**config.mk**
```make
export PLATFORM = sky130hd
export DESIGN_NAME = paged_rom_xlat
export DESIGN_NICKNAME = d
export VERILOG_FILES = /design/src/rtl/prom_pkg.sv /design/src/rtl/prom_regs.sv /design/src/rtl/prom_prim_xlat.sv /design/src/rtl/prom_sec_xlat.sv /design/src/rtl/paged_rom_xlat.sv
export SDC_FILE = /design/constraint.sdc
export NUM_CORES = 1
export LEC_CHECK = 0
export ABC_CLOCK_PERIOD_IN_PS = 2400
export BUFFER_PORTS_ARGS = -buffer_cell sky130_fd_sc_hd__buf_4
export CORE_MARGIN = 2
export CORE_UTILIZATION = 44
export DETAILED_ROUTE_END_ITERATION = 10
export GPL_TIMING_DRIVEN = 0
export PLACE_DENSITY = 0.81
export SKIP_CTS_REPAIR_TIMING = 1
export SLEW_MARGIN = 20
export SYNTH_ARGS = -nofsm -noshare
export SYNTH_HDL_FRONTEND = slang
export SYNTH_SLANG_ARGS = --single-unit
```
**constraint.sdc**
```tcl
create_clock -name clk -period 2.4 [get_ports clk]
set_clock_uncertainty 0.15 [all_clocks]
set_input_delay 0.12 -clock clk [delete_from_list [all_inputs] [get_ports clk]]
set_output_delay 0.12 -clock clk [all_outputs]
set_load 0.03 [all_outputs]
```
**src/rtl/prom_pkg.sv**
```systemverilog
package prom_pkg;
  localparam int CPU_AW   = 24;
  localparam int PG_OFS_W = 19;
  localparam int SEL_W    = 2;
  localparam int IDX_W    = 3;
  localparam int N_ENT    = 1 << IDX_W;
  localparam int BANK_SH  = 16;
  localparam logic [19:0] PG_REG_BASE = 20'hA130F;
  localparam logic [3:0]  WIN_TOP     = 4'h9;

  function automatic logic [IDX_W-1:0] half_index(input logic [SEL_W-1:0] sel,
                                                  input logic hi);
    return {sel, hi};
  endfunction
endpackage

```
**src/rtl/prom_regs.sv**
```systemverilog
module prom_regs
  import prom_pkg::*;
#(
  parameter int PG_W = 5,
  parameter logic [CPU_AW-1:0] WIN_ADDR = 24'hA15104
) (
  input  logic                 clk,
  input  logic                 rst_n,
  input  logic                 wr_en,
  input  logic                 wr_word,
  input  logic [CPU_AW-1:0]    wr_addr,
  input  logic [15:0]          wr_data,
  input  logic                 update_req,
  input  logic                 rom_cached,
  output logic [PG_W-1:0]      page_tbl [N_ENT],
  output logic [SEL_W-1:0]     win_sel,
  output logic                 pg_evt,
  output logic                 win_chg_evt,
  output logic                 inv_pulse
);
  logic in_pg_range, pg_byte_hit, pg_word_hit, win_byte, win_word;
  logic [IDX_W-1:0] pg_idx;
  logic [SEL_W-1:0] win_new;

  assign in_pg_range = (wr_addr[CPU_AW-1:4] == PG_REG_BASE);
  assign pg_byte_hit = wr_en && !wr_word && wr_addr[0] && in_pg_range;
  assign pg_word_hit = wr_en && wr_word && in_pg_range;
  assign pg_evt      = pg_byte_hit || pg_word_hit;
  assign pg_idx      = wr_addr[IDX_W:1];

  assign win_byte    = wr_en && !wr_word && (wr_addr == (WIN_ADDR | 24'h1));
  assign win_word    = wr_en && wr_word && (wr_addr == WIN_ADDR);
  assign win_new     = wr_data[SEL_W-1:0];
  assign win_chg_evt = (win_byte || win_word) && (win_new != win_sel);

  for (genvar i = 0; i < N_ENT; i++) begin : g_ent
    if (i == 0) begin : g_fixed
      assign page_tbl[i] = '0;
    end else begin : g_reg
      always_ff @(posedge clk) begin
        if (!rst_n)
          page_tbl[i] <= PG_W'(i);
        else if (pg_evt && pg_idx == IDX_W'(i))
          page_tbl[i] <= wr_data[PG_W-1:0];
      end
    end
  end

  always_ff @(posedge clk) begin
    if (!rst_n)
      win_sel <= '0;
    else if (win_byte || win_word)
      win_sel <= win_new;
  end

  always_ff @(posedge clk) begin
    if (!rst_n)
      inv_pulse <= 1'b0;
    else
      inv_pulse <= rom_cached && (pg_evt || win_chg_evt || update_req);
  end
endmodule

```
**src/rtl/prom_prim_xlat.sv**
```systemverilog
module prom_prim_xlat
  import prom_pkg::*;
#(
  parameter int PG_W = 5,
  localparam int PA_W = PG_W + PG_OFS_W
) (
  input  logic [PG_W-1:0]   page_tbl [N_ENT],
  input  logic [SEL_W-1:0]  win_sel,
  input  logic              paged_mode,
  input  logic [PA_W:0]     rom_size,
  input  logic [CPU_AW-1:0] p_addr,
  input  logic              p_word,
  output logic              p_hit,
  output logic [PA_W-1:0]   p_rom_addr
);
  localparam logic [PA_W+1:0] BANK_MASK =
    {{(PA_W+2-BANK_SH){1'b0}}, {BANK_SH{1'b1}}};

  function automatic logic [PA_W+1:0] round_up(input logic [PA_W:0] rs);
    logic [PA_W+1:0] t;
    t = {1'b0, rs} + BANK_MASK;
    return t & ~BANK_MASK;
  endfunction

  logic            in_win, lin_hit;
  logic [PA_W-1:0] paged_addr, raw;
  logic [PA_W:0]   lin_addr;

  assign in_win     = (p_addr[CPU_AW-1:20] == WIN_TOP);
  assign paged_addr = {page_tbl[half_index(win_sel, p_addr[19])], p_addr[PG_OFS_W-1:0]};
  assign lin_addr   = (PA_W+1)'({win_sel, p_addr[19:0]});
  assign lin_hit    = ({1'b0, lin_addr} < round_up(rom_size));
  assign p_hit      = in_win && (paged_mode || lin_hit);
  assign raw        = paged_mode ? paged_addr : lin_addr[PA_W-1:0];
  assign p_rom_addr = {raw[PA_W-1:1], raw[0] & ~p_word};
endmodule

```
**src/rtl/prom_sec_xlat.sv**
```systemverilog
module prom_sec_xlat
  import prom_pkg::*;
#(
  parameter int PG_W = 5,
  localparam int PA_W = PG_W + PG_OFS_W
) (
  input  logic [PG_W-1:0]   page_tbl [N_ENT],
  input  logic              paged_mode,
  input  logic [CPU_AW-1:0] s_addr,
  input  logic              s_word,
  output logic [PA_W-1:0]   s_rom_addr
);
  logic [PA_W-1:0] paged_addr, lin_addr, raw;

  assign paged_addr = {page_tbl[s_addr[PG_OFS_W+IDX_W-1:PG_OFS_W]], s_addr[PG_OFS_W-1:0]};
  assign lin_addr   = PA_W'(s_addr[PG_OFS_W+IDX_W-1:0]);
  assign raw        = paged_mode ? paged_addr : lin_addr;
  assign s_rom_addr = {raw[PA_W-1:1], raw[0] & ~s_word};
endmodule

```
**src/rtl/paged_rom_xlat.sv**
```systemverilog
module paged_rom_xlat
  import prom_pkg::*;
#(
  parameter int PG_W = 5,
  parameter logic [23:0] WIN_ADDR = 24'hA15104,
  localparam int PA_W = PG_W + PG_OFS_W
) (
  input  logic              clk,
  input  logic              rst_n,
  input  logic              paged_mode,
  input  logic              rom_cached,
  input  logic [PA_W:0]     rom_size,
  input  logic              update_req,
  input  logic              wr_en,
  input  logic              wr_word,
  input  logic [23:0]       wr_addr,
  input  logic [15:0]       wr_data,
  input  logic [23:0]       p_addr,
  input  logic              p_word,
  output logic              p_hit,
  output logic [PA_W-1:0]   p_rom_addr,
  input  logic [23:0]       s_addr,
  input  logic              s_word,
  output logic [PA_W-1:0]   s_rom_addr,
  output logic              inv_pulse
);
  logic [PG_W-1:0]  page_tbl [N_ENT];
  logic [SEL_W-1:0] win_sel;
  logic             pg_evt, win_chg_evt;

  prom_regs #(.PG_W(PG_W), .WIN_ADDR(WIN_ADDR)) regs_i (
    .clk(clk), .rst_n(rst_n), .wr_en(wr_en), .wr_word(wr_word),
    .wr_addr(wr_addr), .wr_data(wr_data), .update_req(update_req),
    .rom_cached(rom_cached), .page_tbl(page_tbl), .win_sel(win_sel),
    .pg_evt(pg_evt), .win_chg_evt(win_chg_evt), .inv_pulse(inv_pulse)
  );

  prom_prim_xlat #(.PG_W(PG_W)) prim_i (
    .page_tbl(page_tbl), .win_sel(win_sel), .paged_mode(paged_mode),
    .rom_size(rom_size), .p_addr(p_addr), .p_word(p_word),
    .p_hit(p_hit), .p_rom_addr(p_rom_addr)
  );

  prom_sec_xlat #(.PG_W(PG_W)) sec_i (
    .page_tbl(page_tbl), .paged_mode(paged_mode), .s_addr(s_addr),
    .s_word(s_word), .s_rom_addr(s_rom_addr)
  );
endmodule

```
==> results.md, run 1 <==
* Status: finished with violations
* Failing checks: hold timing, setup timing
* Fraction of registers with async set/reset at 0
* NetSw at 0.0004416 W
* Internal Dissipation at 0.001072 W
* Logic pwr share at 0.289
* Post-Syn Instances at 314
* Lkg Pwr at 1.714 nW
* Worst-Margin Slew at 0.6533 ns
* Worst Hold Endpoint: regs_i.page_tbl[34]$_SDFFE_PN0P_
* Sequential share of the synthesized area at 0.2615
* # IOs at 172
* FMAX at 0.4035 GHz
* RePlAce Congestion at 0.8103
* GR Util All Layers at 0.2209
* Clock latency on the worst-skew pair at 0.29 ns
* Hold path cells at 3
* HP Class: input port to flop
* Post-route DRC violation count at 0
* Min-delay src: wr_data[4]
* Chip height at 85.31 microns
* Initial core utilization at 0.4555
* Tot Pwr at 0.001513 W
* Worst r2r src: regs_i.win_sel[1]$_SDFFE_PN0P_
* IO Port Bufs at 121
* Root Buffer: clkbuf_8
* Slew HR at 0.5626
* P&R area growth vs syn at 41.94%
* Grt ovf at 0
* Cell area power density at 366.5 nW/um^2
* Worst-path fanout max at 4
* CTS H-tree depth at 2
* Synth Warn # at 0
* VDD IR max at 0.0002620 V
* Antenna violations before repair at 0
* Max Slew Vio Count at 0
* Most common cell in the synthesized netlist: mux2i_1
* Site Rows at 29
* Vias in the first global route at 2709
* Post-place setup slack at -0.3104 ns
* Synth top cells by count: mux2i_1, buf_4, dfxtp_1, nor2b_1, nand2_1
* Worst setup margin at -0.07837 ns
* Wire length per cell at 16.35 microns
* Initial DRC Count at 121
* Sw Share at 0.2918
* Remaining antenna violation count at 0
* Final Util at 0.6466
* Avg Vias per Cell at 5.272
* Cells on worst reg2reg path at 4
* Reg2Reg Setup Slack at 0.98 ns
* Chip Width at 85.31 microns
* Post-layout min period at 2.478 ns
* Drt pass-1 iters at 4
* Post-Route WL at 8536 microns
* Max Cap Viol at 0
* RSZ-0062 raised after global routing: true
* Worst setup SP type: input port
* Capturing point of the worst reg2reg path: regs_i.inv_pulse$_SDFF_PN0_
* Post-synth cell types at 42
* Average size of a mapped cell at 9.264 sq um
* Crit end category: output port
* Clock network fraction of total power at 0.294
* Inserted Clock Buffers at 5
* CTS max path bufs at 2
* Type of the worst setup path: input port to output port
* Nets@finish at 573
* CP required at 2.13 ns
* Part of the power in registers at 0.417
* Worst-path clk slew at 0.07 ns
* Synthesized flop and latch total at 38
* Core area at 6386 sq um
* Final HPWL DP at 6521 microns
* Main synth FF type: dfxtp_1
* Post-synthesis cell area at 2909 sq um
* Crit path DAT at 2.21 ns
* Layout cells sized above 1 at 0.4584
* Via count at 2752
* Number of synthesized flops with an enable pin at 0
* Largest net degree at the start of global routing at 11
* Final hold vios at 7
* Number of antenna diodes at 0
* Syn_nets at 441
* First-pass GRT wire length at 12960 microns
* Worst hold slack at -0.01346 ns
* Fillers at 534
* Number of sinks on the clock net at 38
* Final setup fails at 1
* Post-synth top area share at 0.2615
* CTS tree: yes
* Die Area at 7278 sq um
* Period utilization at 1.033
* Main area contributors after synthesis: dfxtp_1, mux2i_1, buf_4
* Most area-hungry cell type in the Yosys netlist: dfxtp_1
## critical path: stages
cell      delay (ns)
buf_6           0.09
nor4_4          0.32
a41oi_2         0.18
and2_4          0.19
nand4_1         0.10
xor2_1          0.17
ha_1            0.26
nand4_1         0.10
nor2_1          0.06
nor3_1          0.21
o311ai_1        0.13
o221ai_1        0.09
buf_4           0.19
## cells by family (layout without fill, tap and decap cells)
family,after synthesis,count (layout),synth area share
simple gates,106,106,0.2400
mux,59,59,0.2417
fa+ha+maj,5,5,0.02151
flops,38,38,0.2615
buf+inv,59,190,0.1252
xor+xnor,8,8,0.02409
compound gates,39,39,0.08602
## worst max-delay path by stage
stage            startpoint  endpoint  slack [ns]  cells after the start
2_1_floorplan  rom_size[12]     p_hit        0.05                      9
3_3_place_gp    rom_size[4]     p_hit       -0.26                     11
3_5_place_dp    rom_size[4]     p_hit       -0.31                     11
4_1_cts         rom_size[4]     p_hit       -0.31                     13
5_1_grt         rom_size[8]     p_hit       -0.18                     13
6_report        rom_size[1]     p_hit       -0.08                     13
## area by class of cell
class,instances,area [sq um],area share
well taps,77,96.34,0.02333
clock buffers,6,82.58,0.02000
flip-flops and latches,38,760.7,0.1842
plain buffers,54,347.8,0.08424
inverters,5,18.77,0.004545
repair buffers,125,960.9,0.2327
multi-input cells,217,1862,0.4509
## flip-flops by register name, indices dropped and copies added, names as in the netlist
register / flops
regs_i.win_sel: 2
regs_i.page_tbl: 35
regs_i.inv_pulse: 1
## per-layer routing
| metal | part of all wire | wire, microns | vias to the layer above | track usage |
|---|---|---|---|---|
| li1 | - | - | 1346 | - |
| met1 | 0.39 | 3344 | 1277 | 0.2560 |
| met2 | 0.51 | 4335 | 119 | 0.3977 |
| met3 | 0.088 | 752 | 10 | 0.05156 |
| met4 | 0.012 | 103 | 0 | 0.07359 |
| met5 | 0 | 0 | - | 0 |
## cells in the final DEF, fill, tap and decap left out, types with 8 or more instances in the layout
cell	count
a21oi_1	14
mux2i_1	41
mux4_2	8
buf_4	156
dfxtp_1	38
nor2b_1	33
nand2_1	24
nor2_1	12
mux2_2	10
clkbuf_1	11
nor4_4	8
o21ai_0	10
## per-stage QoR
| stage | setup TNS (ns) | cell area (sq um) | std cells |
|---|---|---|---|
| 5_1_grt | -0.1793 | 4129 | 522 |
| 4_1_cts | -0.3798 | 3996 | 518 |
| 3_3_place_gp | -0.2612 | 3914 | 512 |
| 6_report | -0.07837 | 4129 | 522 |
| 2_1_floorplan | 0 | 2909 | 314 |
| 3_5_place_dp | -0.3104 | 3914 | 512 |
## power by group through the flow
stage | Combinational (W) | Sequential (W) | Clock [W]
floorplan | 0.000223 | 0.000647 | 0
global placement | 0.000409 | 0.000645 | 0
detailed placement | 0.000416 | 0.000645 | 0
CTS | 0.000417 | 0.000631 | 0.000448
global route | 0.000464 | 0.000631 | 0.000477
finish | 0.000438 | 0.000631 | 0.000445
(Power assumes the default switching activity.)
==> run 2: changes to the inputs <==
ABC_CLOCK_PERIOD_IN_PS = 2800   (was 2400)
clock period = 2.8 ns   (was 2.4 ns; I/O delays follow)
==> run 2 against run 1 <==
Compared with the run above: the flow finishes with violations (hold timing); setup slack gained 0.21 ns; sequential share of layout area grew 0.35 points; global-route usage is the same; largest cell class unchanged.
==> results.md, run 2 (synthesis gave the netlist of run 1 again) <==
* Status: finished with violations
* Drt pass-1 iters at 4 (unchanged)
* Crit path buf inv count at 2 (unchanged)
* Fin cells at 520 (-0.38%)
* Site Rows at 29 (unchanged)
* Die Area at 7278 sq um (unchanged)
* CP required at 2.51 ns (+0.38 ns)
* Via count at 2763 (+0.40%)
* RePlAce Congestion at 0.8103 (unchanged)
* Worst setup SP type: input port
* Final hold vios at 1 (-6)
* Nets@finish at 571 (-0.35%)
* Number of antenna diodes at 0 (unchanged)
* Largest net degree at the start of global routing at 11 (unchanged)
* VDD IR max at 0.0002235 V (-15%)
* Internal Dissipation at 0.0009127 W (-15%)
* # IOs at 172 (unchanged)
* Biggest regs: regs_i.page_tbl: 35 flops, regs_i.win_sel: 2 flops, regs_i.inv_pulse: 1 flops
* Worst-path clk slew at 0.07 ns (about the same)
* FMAX at 0.3751 GHz
* Commonest non-fill, non-tap cell in the layout: buf_4
* Final setup fails at 0 (-1)
* First-pass GRT wire length at 12960 microns (unchanged)
* NetSw at 0.0003718 W (-16%)
* Met2 Usage GRT at 0.3977 (unchanged)
* Initial core utilization at 0.4555 (unchanged)
* Chip height at 85.31 microns (unchanged)
* Layout cells sized above 1 at 0.4470 (-0.01147)
* IO Port Bufs at 121 (unchanged)
* Max Slew Vio Count at 0 (unchanged)
* Slew HR at 0.5667 (+0.004076)
* Most frequent cells in the layout: buf_4, mux2i_1, dfxtp_1
* Most Crowded Layer GR: met2
* Cells after DPL at 512 (unchanged)
* Avg Vias per Cell at 5.313 (+0.79%)
* Vias in the first global route at 2709 (unchanged)
* Clock network fraction of total power at 0.296 (+0.002)
* CTS max path bufs at 2 (unchanged)
* Crit end category: output port
* Worst-path cell chain: buf_4 > nor4_2 > a41oi_1 > and2_2 > nand4_1 > xor2_1 > ha_1 > nand4_1 > nor2_1 > nor3_1 > o311ai_0 > o221ai_1 > buf_4
* Fillers at 542 (+1.5%)
* Root Buffer: clkbuf_8
* Period utilization at 0.9521
* HP Class: input port to flop
* Critical path depth at 13 (unchanged)
* Part of the power in registers at 0.421 (+0.004)
* Type of the worst setup path: input port to output port
* Setup_tns at 0 ns (+0.07837 ns)
* Logic pwr share at 0.283 (-0.006)
* Wire length per cell at 16.29 microns (-0.36%)
* Worst stage delay on the critical path at 0.32 ns (about the same)
* Max FFs per register at 35 (unchanged)
* Worst hold slack at -0.03122 ns (-0.01776 ns)
* Worst-Margin Slew at 0.6451 ns (-0.008194 ns)
* Max Cap Viol at 0 (unchanged)
* Crit path DAT at 2.38 ns (+0.17 ns)
* Initial DRC Count at 124 (+2.5%)
* GR Util All Layers at 0.2209 (unchanged)
* CTS H-tree depth at 2 (unchanged)
* Grt ovf at 0 (unchanged)
* Number of sinks on the clock net at 38 (unchanged)
* Multi-input logic area at 1819 sq um (-2.3%)
* Cells on worst reg2reg path at 4 (unchanged)
* Hold path cells at 3 (unchanged)
* Lkg Pwr at 1.687 nW (-1.6%)
* Post-route DRC violation count at 0 (unchanged)
* Antenna violations before repair at 0 (unchanged)
* Critical path's slowest cell: nor4_2
* Post-layout min period at 2.666 ns
* GRT met1 Usage at 0.2560 (unchanged)
* CP top delay family: simple AND/OR/NAND/NOR gates
* Sw Share at 0.2894 (-0.002360)
* Final HPWL DP at 6521 microns (unchanged)
* P&R area growth vs syn at 39.27%
* Remaining antenna violation count at 0 (unchanged)
* Inserted Clock Buffers at 5 (unchanged)
* FF/Latch Area at 760.7 sq um (unchanged)
* Worst-path fanout max at 4 (unchanged)
* Largest Register: regs_i.page_tbl
* Post-Route WL at 8473 microns (-0.74%)
* Chip Width at 85.31 microns (unchanged)
* Failing checks: hold timing
* RSZ-0062 raised after global routing: false
* CTS tree: yes
* GRT met3 Usage at 0.05156 (unchanged)
* Clock latency on the worst-skew pair at 0.29 ns (about the same)
* Core area at 6386 sq um (unchanged)
* Cell area power density at 317.0 nW/um^2 (-13%)
-- run 2: cell count changes in the layout (fill, tap and decap cells not counted), sizes merged --
cell,delta
buf,-1
dlygate4sd3,-1
-- run 2: path summary, 6_finish.rpt --
| kind | slack [ns] | from | endpoint |
|---|---|---|---|
| worst max-delay path | 0.13 | rom_size[8] | p_hit |
| worst min register to register | 0.33 | regs_i.page_tbl[11]$_SDFFE_PN0P_ | regs_i.page_tbl[11]$_SDFFE_PN0P_ |
| worst min-delay path | -0.03 | update_req | regs_i.inv_pulse$_SDFF_PN0_ |
| worst max register to register | 1.04 | regs_i.win_sel[0]$_SDFFE_PN0P_ | regs_i.win_sel[0]$_SDFFE_PN0P_ |
-- run 2: tightest hold or removal path: cells and delay by family --
family | cells | cell delay, ns
simple gates | 1 | 0.03
buf+inv | 1 | 0.07
compound gates | 1 | 0.13
-- run 2: metal layers --
metal / up-vias / wire length [microns]
met3: 15 / 750
met2: 120 / 4251
met4: 0 / 158
met1: 1286 / 3313
li1: 1342 / -
met5: - / 0
-- run 2: final cells by class --
type                    instances  area share
inverters                       5    0.004632
multi-input cells             217      0.4490
repair buffers                123      0.2292
flip-flops and latches         38      0.1878
well taps                      77     0.02378
plain buffers                  54     0.08524
clock buffers                   6     0.02038
-- run 2: power groups by stage --
| stage | clock, W | combinational [W] | sequential, W |
|---|---|---|---|
| 2_1_floorplan | 0 | 0.000192 | 0.000554 |
| 5_1_grt | 0.000409 | 0.000386 | 0.000540 |
| 6_report | 0.000380 | 0.000364 | 0.000541 |
| 3_3_place_gp | 0 | 0.000351 | 0.000553 |
| 3_5_place_dp | 0 | 0.000356 | 0.000553 |
| 4_1_cts | 0.000384 | 0.000357 | 0.000541 |
-- run 2: stage by stage --
| stage | utilization | cell area [sq um] | hold slack, ns | power (W) | worst slack (ns) |
|---|---|---|---|---|---|
| global route | 0.6344 | 4051 | 0.01077 | 0.001335 | 0.02072 |
| global placement | 0.6129 | 3914 | 0.2374 | 0.0009038 | 0.09878 |
| floorplan | - | 2909 | 0.1061 | 0.0007460 | 0.4137 |
| detailed placement | 0.6129 | 3914 | 0.2333 | 0.0009096 | 0.04956 |
| CTS | 0.6258 | 3996 | -0.08166 | 0.001282 | 0.04642 |
| finish | 0.6344 | 4051 | -0.03122 | 0.001284 | 0.1340 |
